`src/rtl/pulse_uart_pkg.sv`:
```
package pulse_uart_pkg;

    localparam int WORD_W = 32;
    localparam int BYTE_W = 8;

    typedef enum logic [0:0] {
        TX_IDLE,
        TX_RUN
    } tx_state_e;

    typedef enum logic [1:0] {
        RX_IDLE,
        RX_START,
        RX_DATA,
        RX_STOP
    } rx_state_e;

    typedef struct packed {
        logic [BYTE_W-1:0] rxbyte;
        logic [WORD_W-1:0] div;
    } regs_t;

endpackage

```
`src/rtl/pulse_uart_tick.sv`:
```
module pulse_uart_tick #(
    parameter int CNT_W = 32
) (
    input  logic             clk,
    input  logic             rst_n,
    input  logic             clr,
    input  logic [CNT_W-1:0] div,
    output logic             tick
);

    typedef struct packed {
        logic [CNT_W-1:0] cnt;
    } tick_st_t;

    tick_st_t s_d, s_q;

    assign tick = (s_q.cnt == div);

    always_comb begin
        s_d = s_q;
        if (clr) begin
            s_d.cnt = '0;
        end else if (tick) begin
            s_d.cnt = '0;
        end else begin
            s_d.cnt = s_q.cnt + 1'b1;
        end
    end

    always_ff @(posedge clk or negedge rst_n) begin
        if (!rst_n) begin
            s_q <= '0;
        end else begin
            s_q <= s_d;
        end
    end

endmodule

```
`src/rtl/pulse_uart_tx.sv`:
```
module pulse_uart_tx
    import pulse_uart_pkg::*;
#(
    parameter int DATA_BITS = 8,
    parameter int OVS       = 16
) (
    input  logic                 clk,
    input  logic                 rst_n,
    input  logic                 start,
    input  logic [DATA_BITS-1:0] din,
    input  logic                 tick,
    output logic                 busy,
    output logic                 txd,
    output logic                 done
);

    localparam int OVS_W  = $clog2(OVS);
    localparam int LAST   = DATA_BITS + 1;
    localparam int BITN_W = $clog2(LAST + 1);
    localparam int IDX_W  = $clog2(DATA_BITS);

    typedef struct packed {
        tx_state_e            state;
        logic [DATA_BITS-1:0] data;
        logic [BITN_W-1:0]    bitn;
        logic [OVS_W-1:0]     ovs;
        logic                 txd;
        logic                 done;
    } tx_st_t;

    tx_st_t t_d, t_q;

    assign busy = (t_q.state == TX_RUN);
    assign txd  = t_q.txd;
    assign done = t_q.done;

    always_comb begin
        t_d      = t_q;
        t_d.done = 1'b0;
        unique case (t_q.state)
            TX_IDLE: begin
                t_d.txd = 1'b1;
                if (start) begin
                    t_d.state = TX_RUN;
                    t_d.data  = din;
                    t_d.bitn  = '0;
                    t_d.ovs   = '0;
                    t_d.txd   = 1'b0;
                end
            end
            TX_RUN: begin
                if (tick) begin
                    if (t_q.ovs == OVS_W'(OVS - 1)) begin
                        t_d.ovs = '0;
                        if (t_q.bitn == BITN_W'(LAST)) begin
                            t_d.state = TX_IDLE;
                            t_d.done  = 1'b1;
                            t_d.txd   = 1'b1;
                        end else begin
                            t_d.bitn = t_q.bitn + 1'b1;
                            if (t_q.bitn < BITN_W'(DATA_BITS)) begin
                                t_d.txd = t_q.data[t_q.bitn[IDX_W-1:0]];
                            end else begin
                                t_d.txd = 1'b1;
                            end
                        end
                    end else begin
                        t_d.ovs = t_q.ovs + 1'b1;
                    end
                end
            end
            default: t_d.state = TX_IDLE;
        endcase
    end

    always_ff @(posedge clk or negedge rst_n) begin
        if (!rst_n) begin
            t_q       <= '0;
            t_q.state <= TX_IDLE;
            t_q.txd   <= 1'b1;
        end else begin
            t_q <= t_d;
        end
    end

    // a frame opens with a low start bit on the line
    p_start_bit_low_r5: assert property (@(posedge clk) disable iff (!rst_n)
        (t_q.state == TX_IDLE && start) |=> !txd);

    // completion pulse is a single clock
    p_done_single_r6: assert property (@(posedge clk) disable iff (!rst_n)
        done |=> !done);

    // completion happens with the line back at its idle level
    p_done_line_high_r6: assert property (@(posedge clk) disable iff (!rst_n)
        done |-> (txd && !busy));

    // a request during a frame leaves the byte in flight untouched
    p_busy_ignores_r7: assert property (@(posedge clk) disable iff (!rst_n)
        (busy && start) |=> $stable(t_q.data));

endmodule

```
`src/rtl/pulse_uart_rx.sv`:
```
module pulse_uart_rx
    import pulse_uart_pkg::*;
#(
    parameter int DATA_BITS = 8,
    parameter int OVS       = 16
) (
    input  logic                 clk,
    input  logic                 rst_n,
    input  logic                 rx_in,
    input  logic                 tick,
    output logic                 idle,
    output logic                 valid,
    output logic [DATA_BITS-1:0] dout
);

    localparam int OVS_W  = $clog2(OVS);
    localparam int HALF   = OVS / 2;
    localparam int BITN_W = $clog2(DATA_BITS);

    typedef struct packed {
        logic                 s1;
        logic                 s2;
        rx_state_e            state;
        logic [DATA_BITS-1:0] shreg;
        logic [BITN_W-1:0]    bitn;
        logic [OVS_W-1:0]     ovs;
        logic                 valid;
        logic [DATA_BITS-1:0] dout;
    } rx_st_t;

    rx_st_t r_d, r_q;

    assign idle  = (r_q.state == RX_IDLE);
    assign valid = r_q.valid;
    assign dout  = r_q.dout;

    always_comb begin
        r_d       = r_q;
        r_d.valid = 1'b0;
        r_d.s1    = rx_in;
        r_d.s2    = r_q.s1;
        unique case (r_q.state)
            RX_IDLE: begin
                if (!r_q.s2) begin
                    r_d.state = RX_START;
                    r_d.ovs   = '0;
                end
            end
            RX_START: begin
                if (tick) begin
                    if (r_q.ovs == OVS_W'(HALF - 1)) begin
                        r_d.ovs  = '0;
                        r_d.bitn = '0;
                        r_d.state = r_q.s2 ? RX_IDLE : RX_DATA;
                    end else begin
                        r_d.ovs = r_q.ovs + 1'b1;
                    end
                end
            end
            RX_DATA: begin
                if (tick) begin
                    if (r_q.ovs == OVS_W'(OVS - 1)) begin
                        r_d.ovs   = '0;
                        r_d.shreg = {r_q.s2, r_q.shreg[DATA_BITS-1:1]};
                        if (r_q.bitn == BITN_W'(DATA_BITS - 1)) begin
                            r_d.state = RX_STOP;
                        end else begin
                            r_d.bitn = r_q.bitn + 1'b1;
                        end
                    end else begin
                        r_d.ovs = r_q.ovs + 1'b1;
                    end
                end
            end
            RX_STOP: begin
                if (tick) begin
                    if (r_q.ovs == OVS_W'(OVS - 1)) begin
                        r_d.ovs   = '0;
                        r_d.state = RX_IDLE;
                        if (r_q.s2) begin
                            r_d.valid = 1'b1;
                            r_d.dout  = r_q.shreg;
                        end
                    end else begin
                        r_d.ovs = r_q.ovs + 1'b1;
                    end
                end
            end
            default: r_d.state = RX_IDLE;
        endcase
    end

    always_ff @(posedge clk or negedge rst_n) begin
        if (!rst_n) begin
            r_q       <= '0;
            r_q.s1    <= 1'b1;
            r_q.s2    <= 1'b1;
            r_q.state <= RX_IDLE;
        end else begin
            r_q <= r_d;
        end
    end

    // byte-ready pulse lasts one clock
    p_rx_pulse_r9: assert property (@(posedge clk) disable iff (!rst_n)
        valid |=> !valid);

    // a start level gone high at mid-bit sends the receiver back to idle
    p_glitch_reject_r10: assert property (@(posedge clk) disable iff (!rst_n)
        (r_q.state == RX_START && tick && r_q.ovs == OVS_W'(HALF - 1) && r_q.s2)
        |=> (idle && !valid));

    // a low stop sample yields no byte
    p_frame_drop_r11: assert property (@(posedge clk) disable iff (!rst_n)
        (r_q.state == RX_STOP && tick && r_q.ovs == OVS_W'(OVS - 1) && !r_q.s2)
        |=> !valid);

endmodule

```
`src/rtl/pulse_uart.sv`:
```
module pulse_uart
    import pulse_uart_pkg::*;
#(
    parameter int ADDR_W = 4,
    parameter int OVS    = 16
) (
    input  logic              clk,
    input  logic              rst_n,
    input  logic [ADDR_W-1:0] bus_addr,
    input  logic              bus_wr,
    input  logic [WORD_W-1:0] bus_wdata,
    output logic [WORD_W-1:0] bus_rdata,
    input  logic              rx_in,
    output logic              tx_out,
    output logic              tx_irq,
    output logic              rx_irq
);

    localparam logic [ADDR_W-1:0] IDX_DATA = ADDR_W'(0);
    localparam logic [ADDR_W-1:0] IDX_DIV  = ADDR_W'(1);

    regs_t r_d, r_q;

    logic [ADDR_W-1:0] word_idx;
    logic              sel_data;
    logic              sel_div;
    logic              tx_start;
    logic              tx_busy;
    logic              tx_tick;
    logic              rx_tick;
    logic              rx_idle;
    logic              rx_valid;
    logic [BYTE_W-1:0] rx_byte;

    assign word_idx = bus_addr >> 2;
    assign sel_data = (word_idx == IDX_DATA);
    assign sel_div  = (word_idx == IDX_DIV);
    assign tx_start = bus_wr && sel_data && !tx_busy;

    always_comb begin
        r_d = r_q;
        if (bus_wr && sel_div) begin
            r_d.div = bus_wdata;
        end
        if (rx_valid) begin
            r_d.rxbyte = rx_byte;
        end
    end

    always_ff @(posedge clk or negedge rst_n) begin
        if (!rst_n) begin
            r_q <= '0;
        end else begin
            r_q <= r_d;
        end
    end

    always_comb begin
        if (sel_data) begin
            bus_rdata = {{(WORD_W - BYTE_W){1'b0}}, r_q.rxbyte};
        end else if (sel_div) begin
            bus_rdata = r_q.div;
        end else begin
            bus_rdata = '0;
        end
    end

    pulse_uart_tick #(.CNT_W(WORD_W)) u_tx_tick (
        .clk  (clk),
        .rst_n(rst_n),
        .clr  (!tx_busy),
        .div  (r_q.div),
        .tick (tx_tick)
    );

    pulse_uart_tick #(.CNT_W(WORD_W)) u_rx_tick (
        .clk  (clk),
        .rst_n(rst_n),
        .clr  (rx_idle),
        .div  (r_q.div),
        .tick (rx_tick)
    );

    pulse_uart_tx #(.DATA_BITS(BYTE_W), .OVS(OVS)) u_tx (
        .clk  (clk),
        .rst_n(rst_n),
        .start(tx_start),
        .din  (bus_wdata[BYTE_W-1:0]),
        .tick (tx_tick),
        .busy (tx_busy),
        .txd  (tx_out),
        .done (tx_irq)
    );

    pulse_uart_rx #(.DATA_BITS(BYTE_W), .OVS(OVS)) u_rx (
        .clk  (clk),
        .rst_n(rst_n),
        .rx_in(rx_in),
        .tick (rx_tick),
        .idle (rx_idle),
        .valid(rx_valid),
        .dout (rx_byte)
    );

    assign rx_irq = rx_valid;

    // divisor store keeps the full word
    p_div_store_r3: assert property (@(posedge clk) disable iff (!rst_n)
        (bus_wr && sel_div) |=> (r_q.div == $past(bus_wdata)));

    // loads outside the two words read zero
    p_unmapped_zero_r4: assert property (@(posedge clk) disable iff (!rst_n)
        (!sel_data && !sel_div) |-> (bus_rdata == '0));

    // stores outside the two words leave both registers alone
    p_unmapped_store_r4: assert property (@(posedge clk) disable iff (!rst_n)
        (bus_wr && !sel_data && !sel_div && !rx_valid) |=> $stable(r_q));

    // a data store never changes the received byte
    p_data_hold_r8: assert property (@(posedge clk) disable iff (!rst_n)
        (bus_wr && sel_data && !rx_valid) |=> $stable(r_q.rxbyte));

endmodule

```
`config.mk`:
```
export PLATFORM = sky130hd
export DESIGN_NAME = pulse_uart
export DESIGN_NICKNAME = d
export VERILOG_FILES = /design/src/rtl/pulse_uart_pkg.sv /design/src/rtl/pulse_uart_tick.sv /design/src/rtl/pulse_uart_tx.sv /design/src/rtl/pulse_uart_rx.sv /design/src/rtl/pulse_uart.sv
export SDC_FILE = /design/constraint.sdc
export NUM_CORES = 1
export LEC_CHECK = 0
export ABC_AREA = 1
export BUFFER_PORTS_ARGS = -buffer_cell sky130_fd_sc_hd__buf_2
export CAP_MARGIN = 20
export CORE_MARGIN = 4
export CORE_UTILIZATION = 65
export DETAILED_ROUTE_END_ITERATION = 16
export PLACE_DENSITY = 0.85
export SLEW_MARGIN = 10
export SYNTH_ARGS = -nofsm -noshare
export SYNTH_HDL_FRONTEND = slang
export SYNTH_SLANG_ARGS = --single-unit
```
`constraint.sdc`:
```
create_clock -name clk -period 3.2 [get_ports clk]
set_input_delay 0.16 -clock clk [delete_from_list [all_inputs] [get_ports clk]]
set_output_delay 0.16 -clock clk [all_outputs]
set_load 0.01 [all_outputs]
```
==> results.ini, run 1 <==
[clock_tree]
cts_inserted_buffers = 17
clk_latency_ps = 420
clk_pin_slew_ps = 60
h-tree-depth = 4
clock_path_buffers = 2
clock_sinks = 151
cts_resized = 0
cts_tree = done
cts_root_buf = clkbuf_16

[critical_path]
crit_chain = inv_1, nand2_1, nand2_1, nand2_1, nor2_1, nand2_1, nor2_1, nand2_1, inv_2, nand3_2, inv_1, nand2_1, nand2_1
r2r_slack_ps = 780
slowest_stage = dfrtp_1
worstPathRequired_ps = 3560
worstReg2RegStart = r_q[19]$_DFFE_PN0P_
critical-path-top-delay-family = simple AND/OR/NAND/NOR gates
path_class = register to register
crit_buf_inv = 3
reg2reg_depth = 13
slowest_delay_ps = 430
crit_top_cell = nand2_1
startpoint_type = register
endpoint_kind = register
timing.rr.end = u_rx.dout[0]$_DFFE_PN0P_
path_max_fanout = 15
cp.arrival_ps = 2780

[synthesis]
yosys_warnings = 0
synth.avg_cell_area_um2 = 7.770
synth.area.top_cells = dfrtp_1 44%, nand2_1 11%, nor2_1 6.9%, inv_1 5.7%, xnor2_1 4.5%
ys_seq_area_share_pct = 44.53
netlist_area_um2 = 8493
synth_top_cell_by_area = dfrtp_1
synth_edf_count = 0
ys_types = 47
synth_top_flop_cell = dfrtp_1
synth.net_count = 1141
synth_top_area_share_pct = 43.61
synthCells = 1093
ys_ff_latch = 151
synth_async_sr_flop_share_pct = 100.0

[worst_hold_path]
hold_class = input pin to register
min_from = bus_wdata[13]
min_path_cells = 3
min_to = r_q[13]$_DFFE_PN0P_

[global_route]
globalRoute.totalOverflow = 0
grt_use_total_pct = 30.77
grt_max_degree = 69
antenna_found_initial = 1
grt_pass1_vias = 7444
grt_pass1_wl_um = 36150

[sta]
slew_headroom_pct = 57.90
rsz0062_at_grt = no
fmax_mhz = 412.9
timing.setup.tns_ps = 0
timing.hold.ws_ps = -0.3044
final.min_clock_period_ps = 2422
setup_viol = 0
hold_violations = 1
fin_ws_ps = 778.3
finalMaxSlewViolations = 0
skew_ps = 5.850
post-route-period-util_pct = 75.68
tightest_slew_ps = 625.7

[layout]
num-nets-final = 1237
final_common_cell = nand2_1
drive_gt1_share_pct = 14.89
syn_to_final_growth_pct = 16.25
layout_common_cells = 254 x nand2_1, 157 x nor2_1, 148 x dfrtp_1

[run]
maxCapViolCount = 0

[die]
core_um2 = 12720
initial_utilization_pct = 66.76
chipHeight_um = 122.3
row_count = 41
ioPinCount = 75
die_area_um2 = 14960
die_x_um = 122.3

[run_status]
status = finished, violations left
violations = hold timing

[detailed_routing]
drt_iter0_markers = 891
viasPerCell = 5.611
vias = 7715
drc = 0
detail_route.wl_per_cell_um = 16.01
drt-total-wl_um = 22020
drt_pass1_iterations = 7
ant_nets = 0

[power_and_ir_drop]
p_leak_nw = 4.730
power.total_mw = 5.045
power.density_nw_per_um2 = 511.0
vdd_drop_max_mv = 0.5354

[place]
portBuffers = 72
place_ws_ps = 900.7
dp_hpwl_um = 14870
place_congestion = 0.9647

==> sequential cells by signal (all words and copies together), names as in the netlist, 8 cells and up <==
| register | count |
|---|---|
| u_tx_tick.s_q | 32 |
| u_rx.r_q | 18 |
| r_q | 40 |
| u_rx_tick.s_q | 32 |
| u_tx.t_q | 16 |
| u_rx.dout | 8 |
==> synth_stat cells (6+ instances only) <==
cell type  instances
nand3_1           34
a21oi_1           40
nor3_1            40
nor3b_1            6
nand2_1          255
nor2_4             6
nor2_1           157
o21ai_1           20
inv_1            130
o21ai_0           35
clkbuf_1          11
nor3_2             6
o21ai_2            6
nor2_2             8
dfrtp_1          148
inv_2             14
nand3_2            6
nor4_1             6
nand4_1           22
xnor2_1           44
ha_1               8
buf_2              7
xor2_1            36
nand2_2            9
==> final cells by class <==
class	instances	area, um2
Multi-Input combinational cell	772	4029
Sequential cell	151	3782
Fill cell	891	2849
Timing Repair Buffer	102	664.4
Inverter	145	544.3
Clock buffer	22	494.2
Tap cell	172	215.2
Clock inverter	10	141.4
Antenna cell	1	2.502
==> report_power, final <==
group | leakage, nW | switching (mW) | internal, mW
clock network | 0.309 | 0.791 | 1.33
registers | 1.96 | 0.200 | 2.06
logic | 2.46 | 0.383 | 0.280
==> worst max path at each step <==
stage                                start                          end  slack [ps]  cells after the start
2_1_floorplan   u_rx_tick.s_q[0]$_DFF_PN0_  u_rx_tick.s_q[24]$_DFF_PN0_        1540                     10
6_report               r_q[19]$_DFFE_PN0P_     u_rx.dout[0]$_DFFE_PN0P_         780                     13
5_1_grt                r_q[19]$_DFFE_PN0P_     u_rx.dout[7]$_DFFE_PN0P_         600                     13
4_1_cts                r_q[19]$_DFFE_PN0P_     u_rx.dout[7]$_DFFE_PN0P_         810                     13
3_3_place_gp   u_rx_tick.s_q[17]$_DFF_PN0_     u_rx.dout[7]$_DFFE_PN0P_         960                     13
3_5_place_dp            r_q[7]$_DFFE_PN0P_     u_rx.dout[0]$_DFFE_PN0P_         900                     11
==> per-stage QoR <==
stage / hold slack (ps) / utilization [%] / cell area [um2] / std cells
after detailed placement: 177.8 / 70.54 / 8975 / 1317
final: -0.3044 / 77.61 / 9873 / 1375
after floorplan: -135.6 / - / 8493 / 1093
after CTS: 2.680 / 77.43 / 9851 / 1373
after global routing: -0.5666 / 77.61 / 9873 / 1375
after global placement: 183.5 / 70.54 / 8975 / 1317
==> logic make-up (layout without fill, tap and decap cells) <==
group	after synthesis	after routing	share of synthesized area, %
xor gates and xnor gates	80	80	8.250
other	0	1	0
DFF	151	151	44.53
and+or+nand+nor	571	571	30.69
buffers and inverters	170	279	8.058
adders and majority gates	8	8	1.179
AOI/OAI and AO/OA	113	113	7.292
==> layer usage <==
metal | GRT usage, % | wire length (um)
met3 | 6.083 | 1609
met2 | 51.43 | 10800
met5 | 0 | 0
met4 | 11.76 | 770
met1 | 39.80 | 8836
==> worst register-to-register path: stages, from the launching register on <==
cell,delay (ps)
dfrtp_1,430
inv_1,180
nand2_1,70
nand2_1,60
nand2_1,60
nor2_1,150
nand2_1,70
nor2_1,100
nand2_1,320
inv_2,240
nand3_2,320
inv_1,220
nand2_1,80
nand2_1,60
==> timing repair <==
| item | 4_1_cts | 5_1_grt |
|---|---|---|
| hold buffers | 24 | 0 |
| buffers inserted | 0 | 0 |
| endpoints found under the hold margin | 88 | 0 |
| setup endpoints to repair | 0 | 0 |
Power figures use the tool's default switching activity.
==> run 2, diff against run 1 <==
Settings changed: CORE_UTILIZATION 65 to 60, PLACE_DENSITY 0.85 to 0.79.
Clock period 3.2 ns to 2.3 ns, I/O delays scaled along.
==> results.ini, run 2 (synthesis results as in run 1) <==
[run_status]
status = finished clean  ; was finished, violations left

[detailed_routing]
vias = 7578  ; was 7715
drt_iter0_markers = 712  ; was 891
drc = 0  ; unchanged
viasPerCell = 5.394  ; was 5.611
drt_pass1_iterations = 5  ; was 7
ant_nets = 0  ; unchanged
drt-total-wl_um = 21810  ; was 22020 um
detail_route.wl_per_cell_um = 15.52  ; was 16.01 um

[place]
place_ws_ps = 230.4  ; was 900.7 ps
dp_hpwl_um = 15270  ; was 14870 um
place_congestion = 0.9188  ; was 0.9647
portBuffers = 72  ; unchanged

[critical_path]
cp.arrival_ps = 2460  ; was 2780 ps
crit_top_cell = nand2_1  ; unchanged
slowest_stage = dfrtp_1  ; unchanged
r2r_slack_ps = 210  ; was 780 ps
endpoint_kind = register  ; unchanged
crit_buf_inv = 3  ; unchanged
slowest_delay_ps = 410  ; was 430 ps
reg2reg_depth = 13  ; unchanged
path_class = register to register  ; unchanged
worstPathRequired_ps = 2670  ; was 3560 ps
crit_chain = inv_1, nand2_1, nand2_1, nand2_1, nor2_1, nand2_1, nor2_1, nand2_1, inv_2, nand3_2, inv_1, nand2_1, nand2_1  ; unchanged
critical-path-top-delay-family = simple AND/OR/NAND/NOR gates  ; unchanged
worstReg2RegStart = r_q[20]$_DFFE_PN0P_  ; was r_q[19]$_DFFE_PN0P_
startpoint_type = register  ; unchanged
timing.rr.end = u_rx.dout[7]$_DFFE_PN0P_  ; was u_rx.dout[0]$_DFFE_PN0P_
path_max_fanout = 15  ; unchanged

[sta]
finalMaxSlewViolations = 0  ; unchanged
hold_violations = 0  ; was 1
fmax_mhz = 478.1  ; was 412.9 MHz
slew_headroom_pct = 56.28  ; was 57.90%
setup_viol = 0  ; unchanged
rsz0062_at_grt = no  ; unchanged
final.min_clock_period_ps = 2092  ; was 2422 ps
timing.setup.tns_ps = 0  ; unchanged
tightest_slew_ps = 655.7  ; was 625.7 ps
skew_ps = 9.251  ; was 5.850 ps
fin_ws_ps = 208.4  ; was 778.3 ps
timing.hold.ws_ps = 106.9  ; was -0.3044 ps
post-route-period-util_pct = 90.94  ; was 75.68%

[clock_tree]
cts_setup_buffers = 0  ; unchanged
cts_root_buf = clkbuf_16  ; unchanged
clk_latency_ps = 430  ; was 420 ps
clock_sinks = 151  ; unchanged
clock_path_buffers = 2  ; unchanged
clk_pin_slew_ps = 70  ; was 60 ps
cts_tree = done  ; unchanged
h-tree-depth = 4  ; unchanged
cts_inserted_buffers = 17  ; unchanged
cts_resized = 0  ; unchanged
postCtsHoldBufs = 34  ; was 24

[run]
maxCapViolCount = 0  ; unchanged

[worst_hold_path]
hold_class = input pin to register  ; unchanged
min_to = u_tx.txd$_DFFE_PN1P_  ; was r_q[13]$_DFFE_PN0P_
min_from = bus_wr  ; was bus_wdata[13]
min_path_cells = 4  ; was 3

[layout]
syn_to_final_growth_pct = 18.08  ; was 16.25%
layout_common_cells = 254 x nand2_1, 157 x nor2_1, 148 x dfrtp_1  ; unchanged
largest_reg_flops = 40  ; unchanged
regMostFlops = r_q  ; unchanged
seq_area_um2 = 3782  ; unchanged
final_common_cell = nand2_1  ; unchanged
num-nets-final = 1259  ; was 1237
drive_gt1_share_pct = 15.60  ; was 14.89%
nFillCells = 1057  ; was 891
largest_registers = r_q: 40 flops, u_rx_tick.s_q: 32 flops, u_tx_tick.s_q: 32 flops  ; unchanged
post-route-util_pct = 72.25  ; was 77.61%
multiInputGateArea_um2 = 4029  ; unchanged

[die]
initial_utilization_pct = 61.19  ; was 66.76%
ioPinCount = 75  ; unchanged
die_area_um2 = 16120  ; was 14960 um2
die_x_um = 127.0  ; was 122.3 um
core_um2 = 13880  ; was 12720 um2
chipHeight_um = 127.0  ; was 122.3 um
row_count = 43  ; was 41

[global_route]
grt_max_degree = 70  ; was 69
grt_use_total_pct = 28.46  ; was 30.77%
grt_pass1_vias = 7563  ; was 7444
globalRoute.totalOverflow = 0  ; unchanged
antenna_found_initial = 0  ; was 1
grt_pass1_wl_um = 36970  ; was 36150 um

[power_and_ir_drop]
vdd_drop_max_mv = 0.6490  ; was 0.5354 mV
power.total_mw = 6.823  ; was 5.045 mW
power.density_nw_per_um2 = 680.3  ; was 511.0 nW/um2
p_leak_nw = 4.813  ; was 4.730 nW

==> run 2: power breakdown <==
part           internal, mW  switching (mW)  total (mW)
logic                 0.410           0.541       0.951
clock network          1.55            1.20        2.75
registers              2.86           0.261        3.12
total                  4.82            2.00        6.82
==> run 2: worst max-delay path by stage <==
stage,cells past startpoint,end,from
after CTS,13,u_rx.dout[7]$_DFFE_PN0P_,u_rx_tick.s_q[17]$_DFF_PN0_
after floorplan,10,u_rx_tick.s_q[24]$_DFF_PN0_,u_rx_tick.s_q[0]$_DFF_PN0_
after global routing,13,u_rx.dout[7]$_DFFE_PN0P_,r_q[21]$_DFFE_PN0P_
after detailed placement,13,u_rx.dout[7]$_DFFE_PN0P_,u_rx_tick.s_q[17]$_DFF_PN0_
after global placement,11,u_rx.dout[7]$_DFFE_PN0P_,r_q[3]$_DFFE_PN0P_
final,13,u_rx.dout[7]$_DFFE_PN0P_,r_q[20]$_DFFE_PN0P_
==> run 2: cell type report <==
class,instances,share of cell area [%]
diodes,1,0.02495
well taps,180,2.246
repair buffers,124,8.646
flip-flops and latches,151,37.72
clock inverters,14,1.385
inverters,145,5.427
clock buffers,18,4.379
multi-input cells,772,40.17
==> run 2: worst reg2reg max path, delay by kind of cell (launching register included) <==
kind	cells	cell delay (ps)
AND/OR/NAND/NOR	10	1090
flip-flops	1	410
buffers and inverters	3	510
==> run 2: per-layer routing <==
metal / share of wire, % / track usage (%) / routed length, um / vias to the layer above
met3: 5.3 / 5.686 / 1155 / 57
met1: 42 / 36.52 / 9211 / 3598
met2: 49 / 47.76 / 10740 / 239
li1: - / - / - / 3684
met5: 0 / 0 / 0 / -
met4: 3.2 / 11.17 / 700 / 0
==> run 2: metrics by stage <==
stage | instances | instance area [um2]
6_report | 1405 | 10030
5_1_grt | 1404 | 10030
4_1_cts | 1404 | 10030
3_5_place_dp | 1338 | 9107
3_3_place_gp | 1338 | 9107
2_1_floorplan | 1093 | 8493
==> run 3, diff against run 2 <==
==> constraint.sdc (replaced) <==
create_clock -name clk -period 2.3 [get_ports clk]
set_input_delay 0 -clock clk [delete_from_list [all_inputs] [get_ports clk]]
set_output_delay 0 -clock clk [all_outputs]
set_load 0.01 [all_outputs]
==> results.ini, run 3 (synthesis results as in run 1) <==
[layout]
num-nets-final = 1255  ; was 1259
final_common_cell = nand2_1  ; unchanged
syn_to_final_growth_pct = 17.99  ; was 18.08%
largest_reg_flops = 40  ; unchanged
diodes = 0  ; was 1
regMostFlops = r_q  ; unchanged
largest_registers = r_q: 40 flops, u_rx_tick.s_q: 32 flops, u_tx_tick.s_q: 32 flops  ; unchanged
layout_common_cells = 254 x nand2_1, 157 x nor2_1, 148 x dfrtp_1  ; unchanged
drive_gt1_share_pct = 15.16  ; was 15.60%

[critical_path]
critical-path-top-delay-family = simple AND/OR/NAND/NOR gates  ; unchanged
path_class = register to register  ; unchanged
worstPathRequired_ps = 2620  ; was 2670 ps
startpoint_type = register  ; unchanged
slowest_stage = dfrtp_1  ; unchanged
crit_buf_inv = 0  ; was 3
slowest_delay_ps = 470  ; was 410 ps
crit_top_cell = nand2_1  ; unchanged
crit_chain = xnor2_1, nand2_1, nor3_1, nand2_1, nor2_2, nand3_1, nand2_2, nand2_1, nand2_1, nand2_1  ; was inv_1, nand2_1, nand2_1, nand2_1, nor2_1, nand2_1, nor2_1, nand2_1, inv_2, nand3_2, inv_1, nand2_1, nand2_1
endpoint_kind = register  ; unchanged
cp.arrival_ps = 2350  ; was 2460 ps
path_max_fanout = 5  ; was 15
r2r_slack_ps = 270  ; was 210 ps

[global_route]
grt_pass1_wl_um = 36150  ; was 36970 um
grt_max_degree = 73  ; was 70
antenna_found_initial = 0  ; unchanged
grt_use_total_pct = 27.93  ; was 28.46%
grt_pass1_vias = 7473  ; was 7563
globalRoute.totalOverflow = 0  ; unchanged

[detailed_routing]
drc = 0  ; unchanged
vias = 7617  ; was 7578
wl_met3_um = 1337  ; was 1155 um
drt-total-wl_um = 21830  ; was 21810 um
top_layer_used = met4  ; unchanged
drt_iter0_markers = 662  ; was 712
ant_nets = 0  ; unchanged
routed-wl-met2_um = 10490  ; was 10740 um
wl_met1_um = 9229  ; was 9211 um
detail_route.wl_per_cell_um = 15.59  ; was 15.52 um
viasPerCell = 5.441  ; was 5.394
drt_pass1_iterations = 8  ; was 5

[place]
place_congestion = 0.9325  ; was 0.9188
dp_hpwl_um = 14980  ; was 15270 um
portBuffers = 72  ; unchanged

[sta]
fmax_mhz = 492.3  ; was 478.1 MHz
rsz0062_at_grt = no  ; unchanged
post-route-period-util_pct = 88.32  ; was 90.94%
tightest_slew_ps = 700.2  ; was 655.7 ps
hold_violations = 0  ; unchanged
timing.hold.ws_ps = 106.1  ; was 106.9 ps
slew_headroom_pct = 53.32  ; was 56.28%
setup_viol = 0  ; unchanged
skew_ps = 11.31  ; was 9.251 ps
finalMaxSlewViolations = 0  ; unchanged
timing.setup.tns_ps = 0  ; unchanged
final.min_clock_period_ps = 2031  ; was 2092 ps

[run_status]
status = finished clean  ; unchanged

[clock_tree]
cts_setup_buffers = 0  ; unchanged
clk_pin_slew_ps = 60  ; was 70 ps
clock_sinks = 151  ; unchanged
cts_root_buf = clkbuf_16  ; unchanged
cts_inserted_buffers = 17  ; unchanged
clk_latency_ps = 430  ; about the same
h-tree-depth = 4  ; unchanged
clock_path_buffers = 2  ; unchanged
cts_tree = done  ; unchanged

[die]
die_x_um = 127.0  ; unchanged
chipHeight_um = 127.0  ; unchanged
ioPinCount = 75  ; unchanged
die_area_um2 = 16120  ; unchanged
core_um2 = 13880  ; unchanged
row_count = 43  ; unchanged
initial_utilization_pct = 61.19  ; unchanged

[run]
maxCapViolCount = 0  ; unchanged

[power_and_ir_drop]
vdd_drop_max_mv = 0.5936  ; was 0.6490 mV
power.total_mw = 6.928  ; was 6.823 mW
power.density_nw_per_um2 = 691.4  ; was 680.3 nW/um2
p_leak_nw = 4.784  ; was 4.813 nW

[worst_hold_path]
hold_class = input pin to register  ; unchanged

[run 3: final cells by class]
cell class / instances / area (um2)
timing repair buffer: 120 / 839.6
clock inverter: 14 / 163.9
multi-input combinational: 772 / 4036
sequential: 151 / 3782
clock buffer: 18 / 429.2
fill: 1068 / 3860
inverter: 145 / 544.3
tap: 180 / 225.2
[run 3: what timing repair did]
item,4_1_cts,5_1_grt
endpoints found under the setup margin,0,1
hold buffers,35,0
hold endpoints to repair,111,0
resized for setup,0,1
[run 3: where the power goes]
part           leakage, nW  switching, mW  internal, mW
logic                 2.54          0.528         0.407
clock network        0.281           1.23          1.63
registers             1.96          0.265          2.86
[run 3: worst reg2reg max path, stage by stage, from the launching register on]
cell and delay [ps]:
dfrtp_1 470, xnor2_1 220, nand2_1 70, nor3_1 210
nand2_1 110, nor2_2 210, nand3_1 230, nand2_2 170
nand2_1 110, nand2_1 80, nand2_1 50
[run 3: final timing paths]
| check | startpoint | endpoint | cells past startpoint |
|---|---|---|---|
| max | r_q[6]$_DFFE_PN0P_ | u_tx.t_q[7]$_DFFE_PN0P_ | 10 |
| min | bus_addr[3] | u_tx.txd$_DFFE_PN1P_ | 5 |
| max reg2reg | r_q[6]$_DFFE_PN0P_ | u_tx.t_q[7]$_DFFE_PN0P_ | 10 |
| min reg2reg | u_rx.r_d[26]$_DFF_PN1_ | u_rx.r_q[26]$_DFF_PN1_ | 0 |
| max in group asynchronous | rst_n | u_tx.txd$_DFFE_PN1P_ | 3 |
| min in group asynchronous | rst_n | r_q[23]$_DFFE_PN0P_ | 2 |
[run 3: layer usage]
layer | GRT usage [%] | up-vias
li1 | - | 3692
met4 | 12.18 | 0
met5 | 0 | -
met3 | 5.017 | 66
met2 | 45.49 | 272
met1 | 36.91 | 3587
[run 3: through the flow]
stage,instances,utilization (%),worst slack [ps],instance area [um2]
6_report,1400,72.19,268.7,10020
5_1_grt,1400,72.19,95.61,10020
4_1_cts,1400,72.14,187.4,10010
3_5_place_dp,1333,65.34,210.7,9070
3_3_place_gp,1333,65.34,312.4,9070
2_1_floorplan,1093,-,642.5,8493
